**src/rtl/spi_cmd_slave.sv**
```systemverilog
module spi_cmd_slave #(
  parameter int SYNC_STAGES = 2,
  parameter int BYTE_W      = 8
) (
  input  logic              clk,
  input  logic              rst_n,
  input  logic              sck_i,
  input  logic              mosi_i,
  input  logic              csn_i,
  output logic              miso_o,
  input  logic [BYTE_W-1:0] status_i,
  output logic [BYTE_W-1:0] rx_data_o,
  output logic              rx_valid_o,
  output logic              rx_first_o,
  output logic              rx_last_o
);
  localparam int CNT_W = $clog2(BYTE_W);
  localparam logic [CNT_W-1:0] LAST_BIT = CNT_W'(BYTE_W - 1);

  logic [SYNC_STAGES-1:0] sck_sync, mosi_sync, csn_sync;
  logic sck_q, csn_q;

  always_ff @(posedge clk or negedge rst_n) begin
    if (!rst_n) begin
      sck_sync  <= '0;
      mosi_sync <= '0;
      csn_sync  <= '1;
      sck_q     <= 1'b0;
      csn_q     <= 1'b1;
    end else begin
      sck_sync  <= {sck_sync[SYNC_STAGES-2:0], sck_i};
      mosi_sync <= {mosi_sync[SYNC_STAGES-2:0], mosi_i};
      csn_sync  <= {csn_sync[SYNC_STAGES-2:0], csn_i};
      sck_q     <= sck_sync[SYNC_STAGES-1];
      csn_q     <= csn_sync[SYNC_STAGES-1];
    end
  end

  logic sck_s, mosi_s, csn_s, cs_act;
  assign sck_s  = sck_sync[SYNC_STAGES-1];
  assign mosi_s = mosi_sync[SYNC_STAGES-1];
  assign csn_s  = csn_sync[SYNC_STAGES-1];
  assign cs_act = ~csn_s;

  logic sck_rise, sck_fall, cs_fall, cs_rise;
  assign sck_rise = cs_act & sck_s & ~sck_q;
  assign sck_fall = cs_act & ~sck_s & sck_q;
  assign cs_fall  = csn_q & ~csn_s;
  assign cs_rise  = ~csn_q & csn_s;

  logic [CNT_W-1:0]  bit_cnt;
  logic [BYTE_W-1:0] rx_sr;
  logic [BYTE_W-1:0] new_byte;
  logic              byte_done;

  assign new_byte  = {rx_sr[BYTE_W-2:0], mosi_s};
  assign byte_done = sck_rise & (bit_cnt == LAST_BIT);

  always_ff @(posedge clk or negedge rst_n) begin
    if (!rst_n) begin
      bit_cnt <= '0;
      rx_sr   <= '0;
    end else if (csn_s) begin
      bit_cnt <= '0;
    end else if (sck_rise) begin
      bit_cnt <= bit_cnt + 1'b1;
      rx_sr   <= new_byte;
    end
  end

  logic [BYTE_W-1:0] hold_data;
  logic              hold_first, hold_vld, seen_byte;

  always_ff @(posedge clk or negedge rst_n) begin
    if (!rst_n) begin
      hold_data  <= '0;
      hold_first <= 1'b0;
      hold_vld   <= 1'b0;
      seen_byte  <= 1'b0;
      rx_data_o  <= '0;
      rx_valid_o <= 1'b0;
      rx_first_o <= 1'b0;
      rx_last_o  <= 1'b0;
    end else begin
      rx_valid_o <= 1'b0;
      rx_first_o <= 1'b0;
      rx_last_o  <= 1'b0;
      if (hold_vld && (cs_rise || byte_done)) begin
        rx_data_o  <= hold_data;
        rx_valid_o <= 1'b1;
        rx_first_o <= hold_first;
        rx_last_o  <= cs_rise;
      end
      if (cs_rise)
        hold_vld <= 1'b0;
      if (byte_done) begin
        hold_data  <= new_byte;
        hold_first <= ~seen_byte;
        hold_vld   <= 1'b1;
        seen_byte  <= 1'b1;
      end
      if (cs_fall) begin
        hold_vld  <= 1'b0;
        seen_byte <= 1'b0;
      end
    end
  end

  logic [BYTE_W-1:0] tx_sr;

  always_ff @(posedge clk or negedge rst_n) begin
    if (!rst_n)
      tx_sr <= '0;
    else if (cs_fall)
      tx_sr <= status_i;
    else if (csn_s)
      tx_sr <= '0;
    else if (sck_fall)
      tx_sr <= {tx_sr[BYTE_W-2:0], 1'b0};
  end

  assign miso_o = tx_sr[BYTE_W-1];
endmodule

```
**config.mk**
```make
export PLATFORM = sky130hd
export DESIGN_NAME = spi_cmd_slave
export DESIGN_NICKNAME = d
export VERILOG_FILES = /design/src/rtl/spi_cmd_slave.sv
export SDC_FILE = /design/constraint.sdc
export NUM_CORES = 1
export LEC_CHECK = 0
export ABC_CLOCK_PERIOD_IN_PS = 3100
export BUFFER_PORTS_ARGS = -buffer_cell sky130_fd_sc_hd__buf_2
export CORE_UTILIZATION = 60
export CTS_BUF_LIST = sky130_fd_sc_hd__clkbuf_16
export DETAILED_ROUTE_END_ITERATION = 16
export PLACE_DENSITY_LB_ADDON = 0.3
export SYNTH_ARGS = -nofsm -noshare
export SYNTH_HDL_FRONTEND = slang
export SYNTH_SLANG_ARGS = --single-unit
```
**constraint.sdc**
```tcl
create_clock -name clk -period 3.1 [get_ports clk]
set_input_delay 0.155 -clock clk [delete_from_list [all_inputs] [get_ports clk]]
set_output_delay 0.155 -clock clk [all_outputs]
set_load 0.05 [all_outputs]
```
Word level (Yosys, flattened, before mapping)
Cells that the tools add are included.
{"block": "op_classes", "add_sub_neg": 1, "n_mul": 0, "div": 0, "magnitude_cmp": 0, "n_eq_ne": 1, "n_shift": 0, "n_mux": 13, "bitwise": 12, "n_reduce_logical": 7}
{"op": "two-way mux 8 bit", "n": 3}
{"op": "two-way mux 1 bit", "n": 8}
{"op": "bitwise AND 1 bit", "n": 7}
{"op": "two-way mux 3 bit", "n": 2}
{"op": "nonzero test 3 bit", "n": 2}
{"op": "inverter 1 bit", "n": 5}
{"op": "nonzero test 2 bit", "n": 2}
{"op": "adder 3 x 1 -> 3 bit (second input constant)", "n": 1}
{"op": "equality test 3 bit (second input constant)", "n": 1}
{"op": "AND reduction 2 bit", "n": 1}
{"op": "logical AND 1 bit", "n": 1}
{"op": "logical OR 1 bit", "n": 1}
{"block": "totals", "register_bits": 48, "latch_bits": 0, "ramBits": 0, "rom_bits": 0, "inputBits": 13, "wordCells": 50, "mem_count": 0}

Logic depth before layout (Yosys ltp)
Gate-level depths: netlist of the first run.
{"block": "depth", "depth_word": 7, "mapped_depth": 7, "ltp_nobuf": 5}

Worst setup path after synthesis of the first run
OpenSTA, ideal clock, no wires.
{"block": "synth_timing", "path_kind": "flip-flop to flip-flop", "start": "register bit_cnt[0]", "end": "register rx_data_o[0]", "setup_ps": 125, "arrival_time_ps": 1669, "required_ps": 2975, "setup_slack_ps": 1306, "path_stages_with_launch": 7, "path_buffers": 1, "period_less_slack_ps": 1794, "path_cell_list": "dfrtp_1 > ha_1 > ha_1 > and4bb_1 > buf_6 > o21ai_4 > mux2_2"}
{"block": "synth_between", "elab_chain_len": 4}
{"element": "start: declaration", "line": "51", "source": "logic [CNT_W-1:0] bit_cnt;"}
{"element": "start signal: assignment", "line": "66", "source": "bit_cnt <= bit_cnt + 1'b1;"}
{"element": "equality test 3 bit", "line": "57", "source": "assign byte_done = sck_rise & (bit_cnt == LAST_BIT);"}
{"element": "bitwise AND 1 bit", "line": "57"}
{"element": "logical OR 1 bit", "line": "88", "source": "if (hold_vld && (cs_rise || byte_done)) begin"}
{"element": "logical AND 1 bit", "line": "88"}
{"element": "end signal: assignment", "line": "89", "source": "rx_data_o <= hold_data;"}
{"element": "end: declaration", "line": "12", "source": "output logic [BYTE_W-1:0] rx_data_o,"}
Every way passes these cells.
A chain may end at the register's enable or synchronous reset.

Final worst setup path of the first run
{"block": "layout_timing", "start": "register csn_sync[1]", "end": "register tx_sr[4]"}
{"block": "layout_between", "elab_chain_len": 4}
{"element": "start: declaration", "line": "20", "source": "logic [SYNC_STAGES-1:0] sck_sync, mosi_sync, csn_sync;"}
{"element": "start signal: assignment", "line": "33", "source": "csn_sync <= {csn_sync[SYNC_STAGES-2:0], csn_i};"}
{"element": "inverter 1 bit", "line": "43, 48"}
{"element": "bitwise AND 1 bit (2 in a row)", "line": "47", "source": "assign sck_fall = cs_act & ~sck_s & sck_q;"}
{"element": "nonzero test 3 bit (no line)"}
{"element": "end signal: assignment", "line": "115", "source": "tx_sr <= status_i;"}
{"element": "end signal: assignment", "line": "119", "source": "tx_sr <= {tx_sr[BYTE_W-2:0], 1'b0};"}
{"element": "end: declaration", "line": "109", "source": "logic [BYTE_W-1:0] tx_sr;"}
Parallel ways exist; a longest one is shown, timed or not.

==> results of run 1 <==
layout make-up:
class / count / area, sq um
clock buffers: 5 / 125
clock inverters: 3 / 11.3
fillers: 185 / 694
inverters: 7 / 26.3
multi-input cells: 81 / 602
flip-flops and latches: 48 / 1200
well taps: 31 / 38.8
repair buffers: 27 / 150
sequential cells by signal, summed over array words and instances (netlist names):
name	flops
sck_q	1
rx_data_o	8
rx_first_o	1
mosi_sync	2
tx_sr	8
rx_sr	7
rx_last_o	1
sck_sync	2
csn_sync	2
csn_q	1
hold_data	8
bit_cnt	3
hold_vld	1
seen_byte	1
rx_valid_o	1
hold_first	1
worst max path at each step:
| stage | endpoint | slack [ns] | from | cells past startpoint |
|---|---|---|---|---|
| 2_1_floorplan | rx_data_o[0]$_DFFE_PN0P_ | 1.31 | bit_cnt[0]$_DFFE_PN0P_ | 6 |
| 3_3_place_gp | tx_sr[7]$_DFFE_PN0P_ | 1.12 | csn_sync[1]$_DFF_PN1_ | 5 |
| 3_5_place_dp | tx_sr[4]$_DFFE_PN0P_ | 0.95 | csn_sync[1]$_DFF_PN1_ | 5 |
| 4_1_cts | tx_sr[4]$_DFFE_PN0P_ | 0.95 | csn_sync[1]$_DFF_PN1_ | 5 |
| 5_1_grt | tx_sr[4]$_DFFE_PN0P_ | 0.75 | csn_sync[1]$_DFF_PN1_ | 5 |
| 6_report | tx_sr[4]$_DFFE_PN0P_ | 0.90 | csn_sync[1]$_DFF_PN1_ | 5 |
worst reg2reg max path, stage by stage (launching register included):
cell	delay, ns
dfstp_2	0.64
inv_1	0.08
ha_1	0.33
nor2_1	0.44
o21ai_2	0.26
mux2_2	0.34
power by group through the flow:
| stage | Combinational (mW) | Clock [mW] | Sequential (mW) |
|---|---|---|---|
| 6_report | 0.105 | 0.492 | 0.723 |
| 5_1_grt | 0.116 | 0.519 | 0.728 |
| 3_5_place_dp | 0.102 | 0 | 0.732 |
| 2_1_floorplan | 0.0692 | 0 | 0.723 |
| 3_3_place_gp | 0.0957 | 0 | 0.726 |
| 4_1_cts | 0.107 | 0.498 | 0.722 |
cell usage after synthesis (all sizes together):
library cell / count / area share [%]
nand4bb: 1 / 0.60
and4bb: 1 / 0.67
clkbuf: 3 / 0.60
a21oi: 1 / 0.27
mux2: 21 / 13
o21ai: 5 / 2.1
inv: 7 / 1.4
nand2b: 1 / 0.34
xor2: 1 / 0.47
and2: 1 / 0.34
a22o: 6 / 2.8
dfrtp: 45 / 60
nand2: 26 / 5.2
nor3b: 1 / 0.40
nor2: 8 / 1.7
mux2i: 3 / 1.6
ha: 4 / 2.7
buf: 2 / 1.2
nand3: 1 / 0.27
dfstp: 3 / 4.2
per-layer routing:
metal	track usage, %	vias up
li1	-	527
met1	25.0	556
met2	36.5	19
met3	7.59	4
met4	8.84	0
met5	0	-
logic make-up after synthesis:
logic type / after synthesis / share of synthesized area [%]
mux: 24 / 14.3
simple gates: 40 / 9.58
fa+ha+maj: 4 / 2.68
flops: 48 / 64.5
buf+inv: 12 / 3.22
xor+xnor: 1 / 0.469
compound gates: 12 / 5.23
what timing repair did:
action,4_1_cts,5_1_grt
setup endpoints to repair,0,0
hold buffers,3,0
gates resized for setup,0,0
endpoints found under the hold margin,3,0
==> summary.txt, run 1 <==
Run status
  • Status: finished, final reports clean

Global route
  • Vias in the first global route: 1,133
  • Largest net degree at the start of global routing: 49
  • GRT Total Usage: 21.5%
  • First-pass GRT wire length: 5.11 mm
  • Number of antenna violations at the first check in global routing: 0
  • GR Overflow Total: 0

Cells and area
  • Final #Nets: 187
  • Final non-filler cell total: 202
  • Final core occ: 75.7%
  • P&R area growth vs syn: 15.6%
  • Antenna cells: 0
  • Most common cell after layout, fill and taps aside: dfrtp_1
  • Most frequent cells in the layout: dfrtp_1, nand2_1, buf_2
  • Fin area: 0.00216 sq mm
  • Layout cells sized above 1: 32.7%

Setup path
  • CP max FO: 12
  • Worst r2r src: csn_sync[1]$_DFF_PN1_
  • Worst path cell trace: inv_1 > ha_1 > nor2_1 > o21ai_2 > mux2_2
  • R2r setup slk: 0.90 ns
  • Crit path max-delay family: flip-flops
  • Required time worst endpoint: 3.26 ns
  • CP endpoint kind: flop
  • Buf+Inv Stages, Crit Path: 1
  • Worst EP arrival: 2.36 ns
  • CP startpoint kind: flop
  • Critical path class: flop to flop
  • FF-to-FF End: tx_sr[4]$_DFFE_PN0P_
  • CP max stage cell: dfstp_2
  • Max incr delay on CP: 0.64 ns
  • R2R depth: 5

Min path
  • Min-delay worst type: input pin to async pin

Yosys
  • Number of synthesized register bits: 48
  • Post-synthesis sequential area ratio: 64.5%
  • YS warnings: 0
  • Syn avg cell area: 13.2 sq um
  • Post-synthesis cell area: 0.00187 sq mm
  • Cell count after synthesis: 141
  • Post-Syn Nets: 158
  • Count of cell types in the netlist: 23

Pwr
  • Power density over cell area: 612 mW/mm^2
  • Overall power: 1.32 mW
  • Clock power frac: 37.3%
  • P_leak: 1.16 nW
  • Internal cell power: 1.03 mW
  • Sequential Power Share: 54.7%
  • P_sw: 0.290 mW
  • Combinational share of power: 8.0%
  • Worst vdd rail ir drop: 0.491 mV
  • Switching Share: 22.0%

CTS
  • Worst-skew pair later-pin latency: 0.28 ns
  • # clock sinks: 48
  • CTS buffer count: 5
  • Worst-path clk slew: 0.06 ns
  • CTS max path bufs: 2
  • Setup bufs post-CTS: 0
  • # H-tree levels: 2
  • Root Buffer: clkbuf_16
  • CTS tree: done

Drt
  • Via-per-instance ratio: 5.48
  • Detailed Route Iter0 Violations: 36
  • WL met2: 1.59 mm
  • Max layer used: met4
  • DR pass1 iterations: 6
  • Metal1 wirelength: 1.34 mm
  • Avg WL per Cell: 15.3 um
  • DRC: 0
  • DR vias: 1,106
  • Final ANT Viol Nets: 0
  • Routed WL: 3.09 mm
  • Met3 WL: 110 um

Die
  • Die extent in x: 57.8 um
  • Die area: 0.00334 sq mm
  • Initial Util: 65.4%
  • Die height: 57.8 um
  • Row Count: 19
  • Core region area: 0.00285 sq mm
  • Top-level I/O count: 25

Place
  • Dpl cells: 191
  • RePlAce Congestion: 0.843
  • Pre-CTS setup slack: 0.949 ns
  • Area after DPL: 0.00199 sq mm
  • IO Port Bufs: 24
  • Final HPWL DP: 2.10 mm

STA
  • Fin. Hold Viols: 0
  • Max Fclk: 455 MHz
  • Worst hold margin: 0.0405 ns
  • Setup TNS: 0 ns
  • Worst Slack Setup Final: 0.901 ns
  • Relative slew slack: 33.3%
  • Final period util: 70.9%
  • Slew Limit Fails: 0
  • Fin crit period: 2.20 ns
  • Skew final: 0.00484 ns
  • Worst-Margin Slew: 1.00 ns
  • RSZ-0062 raised after global routing: no
  • Final setup viols: 0

Flow run
  • Max Cap Viol: 0
(Power assumes the default switching activity.)
==> run 2, diff against run 1 <==
--- a/config.mk
+++ b/config.mk
@@ -5,9 +5,10 @@
 export SDC_FILE = /design/constraint.sdc
 export NUM_CORES = 1
 export LEC_CHECK = 0
-export ABC_CLOCK_PERIOD_IN_PS = 3100
+export ABC_AREA = 1
+export ABC_CLOCK_PERIOD_IN_PS = 2140
 export BUFFER_PORTS_ARGS = -buffer_cell sky130_fd_sc_hd__buf_2
-export CORE_UTILIZATION = 60
+export CORE_UTILIZATION = 56
 export CTS_BUF_LIST = sky130_fd_sc_hd__clkbuf_16
 export DETAILED_ROUTE_END_ITERATION = 16
 export PLACE_DENSITY_LB_ADDON = 0.3
==> constraint.sdc (replaced) <==
create_clock -name clk -period 2.14 [get_ports clk]
set_input_delay 0.107 -clock clk [delete_from_list [all_inputs] [get_ports clk]]
set_output_delay 0.107 -clock clk [all_outputs]
set_load 0.05 [all_outputs]
==> summary.txt, run 2 <==
Die
  • Initial Util: 58.1% (-7.3 points)
  • Die extent in x: 60.9 um (+5.3%)
  • Top-level I/O count: 25 (unchanged)
  • Core region area: 0.00334 sq mm (+17%)
  • Die area: 0.00370 sq mm (+11%)
  • Die height: 60.9 um (+5.3%)
  • Row Count: 21 (+2)

Setup path
  • Critical path class: flop to flop
  • Required time worst endpoint: 2.35 ns (-0.91 ns)
  • Worst EP arrival: 1.93 ns (-0.43 ns)
  • CP endpoint kind: flop
  • CP startpoint kind: flop
  • CP max FO: 11 (-1)

CTS
  • Cts repair resizes: 0 (unchanged)
  • CTS Hold Buffers Added: 4 (+1)
  • CTS max path bufs: 2 (unchanged)
  • Setup bufs post-CTS: 0 (unchanged)
  • # clock sinks: 48 (unchanged)
  • # H-tree levels: 2 (unchanged)
  • CTS buffer count: 5 (unchanged)
  • Root Buffer: clkbuf_16
  • Worst-skew pair later-pin latency: 0.29 ns (about the same)
  • CTS tree: done
  • Worst-path clk slew: 0.06 ns (about the same)

Drt
  • Max layer used: met4
  • DR vias: 1,360 (+23%)
  • WL met2: 1.59 mm (+0.19%)
  • DR pass1 iterations: 4 (-2)
  • Avg WL per Cell: 12.1 um (-21%)
  • Detailed Route Iter0 Violations: 154 (+330%)
  • Final ANT Viol Nets: 0 (unchanged)
  • Metal1 wirelength: 1.51 mm (+13%)
  • DRC: 0 (unchanged)
  • Routed WL: 3.29 mm (+6.6%)
  • Met3 WL: 150 um (+36%)
  • Via-per-instance ratio: 5.02 (-8.3%)

Yosys
  • Cell count after synthesis: 194 (+38%)
  • Post-synth top flop: dfrtp_1
  • EDFF count, synth: 0 (unchanged)
  • Count leader, synth: nand2_1
  • Post-synth top area cell: dfrtp_1
  • Syn avg cell area: 10.0 sq um (-24%)
  • Post-synthesis cell area: 0.00194 sq mm (+3.9%)
  • Post-Syn Nets: 211 (+34%)
  • YS warnings: 0 (unchanged)
  • Number of synthesized register bits: 48 (unchanged)
  • Post-synthesis sequential area ratio: 62.1% (-2.4 points)
  • Ys async rst share: 100% (unchanged)
  • Commonest cells in the netlist: nand2_1, dfrtp_1, nand3_1
  • Synth area leaders: dfrtp_1, nand2_1, nand3_1
  • Post-synth top area share: 58.1% (-2.3 points)
  • Count of cell types in the netlist: 21 (-8.7%)

Pwr
  • Clock power frac: 39.8% (+2.5 points)
  • Internal cell power: 1.44 mW (+40%)
  • Switching Share: 23.6% (+1.7 points)
  • Combinational share of power: 7.4% (-0.6 points)
  • Sequential Power Share: 52.8% (-1.9 points)
  • Worst vdd rail ir drop: 0.584 mV (+19%)
  • P_leak: 1.23 nW (+6.2%)
  • Power density over cell area: 827 mW/mm^2 (+35%)
  • P_sw: 0.445 mW (+54%)

Cells and area
  • Top Registers: hold_data x8, rx_data_o x8, tx_sr x8
  • Most common cell after layout, fill and taps aside: nand2_1
  • Antenna cells: 0 (unchanged)
  • Layout cells sized above 1: 20.4% (-12 points)
  • Fillers: 261 (+41%)
  • Most frequent cells in the layout: nand2_1, dfrtp_1, nand3_1
  • Final #Nets: 241 (+29%)
  • P&R area growth vs syn: 17.5%
  • Final non-filler cell total: 271 (+34%)
  • Final core occ: 68.3% (-7.4 points)

STA
  • Final setup viols: 0 (unchanged)
  • Setup TNS: 0 ns (unchanged)
  • Max Fclk: 580 MHz (+28%)
  • Fin crit period: 1.72 ns (-0.476 ns)
  • Worst-Margin Slew: 0.470 ns (-0.531 ns)
  • Relative slew slack: 68.7% (+35 points)
  • Skew final: 0.00473 ns (-0.000109 ns)
  • Worst hold margin: 0.0495 ns (+0.00901 ns)
  • RSZ-0062 raised after global routing: no
  • Slew Limit Fails: 0 (unchanged)
  • Fin. Hold Viols: 0 (unchanged)
  • Final period util: 80.5% (+9.6 points)

Global route
  • Number of antenna violations at the first check in global routing: 0 (unchanged)
  • First-pass GRT wire length: 5.51 mm (+8.0%)
  • Largest net degree at the start of global routing: 30 (-39%)
  • Vias in the first global route: 1,239 (+9.4%)
  • GRT Total Usage: 21.2% (-0.32 points)
  • GR Overflow Total: 0 (unchanged)

Place
  • IO Port Bufs: 24 (unchanged)
  • RePlAce Congestion: 0.777 (-7.8%)
  • Dpl cells: 259 (+36%)
  • Final HPWL DP: 2.24 mm (+6.6%)

Min path
  • Min-delay worst type: input pin to flop

Flow run
  • Max Cap Viol: 0 (unchanged)

Run status
  • Status: finished, final reports clean
run 2: changes by cell type after synthesis, moves of 2 or more:
cell     previous run  this run
mux2i_1             3         0
mux2_2             21         0
o21ai_2             1         3
buf_2               0         3
o21ai_0             3        16
a22o_1              6         0
nand2_1            26        60
nand4_4             0         2
inv_1               7        16
nand3_1             1        27
nor2_1              7         3
run 2: final timing paths:
kind | slack, ns | cells past startpoint | end | start
worst max register to register | 0.42 | 7 | tx_sr[2]$_DFFE_PN0P_ | csn_sync[1]$_DFF_PN1_
worst max-delay path | 0.42 | 7 | tx_sr[2]$_DFFE_PN0P_ | csn_sync[1]$_DFF_PN1_
worst min register to register | 0.35 | 0 | sck_sync[1]$_DFF_PN0_ | sck_sync[0]$_DFF_PN0_
worst min-delay path | 0.05 | 3 | tx_sr[0]$_DFFE_PN0P_ | status_i[0]
max in group asynchronous | 1.12 | 3 | hold_data[3]$_DFFE_PN0P_ | rst_n
min in group asynchronous | 0.29 | 2 | tx_sr[4]$_DFFE_PN0P_ | rst_n
run 2: metrics by stage:
step	instance area, sq um	power [mW]	worst slack (ns)
global placement	2090	1.14	0.503
CTS	2280	1.90	0.413
finish	2280	1.88	0.417
floorplan	1940	1.09	0.390
global route	2280	1.98	0.191
detailed placement	2090	1.15	0.427
run 2: logic make-up after synthesis:
| group | Yosys count | synth area share (%) |
|---|---|---|
| AND/OR/NAND/NOR | 94 | 22.5 |
| buffers and inverters | 24 | 5.23 |
| adder cells (fa/ha/maj) | 4 | 2.58 |
| flip-flops | 48 | 62.1 |
| AO/OA/AOI/OAI | 24 | 7.55 |
run 2: power groups by stage:
stage	sequential [mW]	clock, mW	combinational, mW
5_1_grt	1.00	0.815	0.162
3_5_place_dp	1.01	0	0.136
2_1_floorplan	1.01	0	0.0807
3_3_place_gp	1.01	0	0.130
6_report	0.995	0.750	0.140
4_1_cts	0.995	0.765	0.142
run 2: critical path, cell delays in order, from the launching register on:
cell     delay (ns)
dfstp_2        0.55
inv_1          0.06
ha_1           0.31
nor2_1         0.23
inv_1          0.13
o21ai_0        0.19
nand2_1        0.08
o21ai_0        0.09
run 2: metal layers:
layer  global-route usage (%)  vias to the layer above
met5                        0                        -
met3                     7.89                        4
met1                     25.7                      644
li1                         -                      683
met4                     7.79                        0
met2                     34.7                       29
run 2: final cells by class:
cell class / count / area [sq um] / share of cell area, %
clock buffers: 5 / 125 / 5.49
clock inverters: 3 / 18.8 / 0.824
inverters: 17 / 63.8 / 2.80
multi-input cells: 122 / 633 / 27.8
flip-flops and latches: 48 / 1200 / 52.9
well taps: 46 / 57.6 / 2.53
repair buffers: 30 / 175 / 7.69
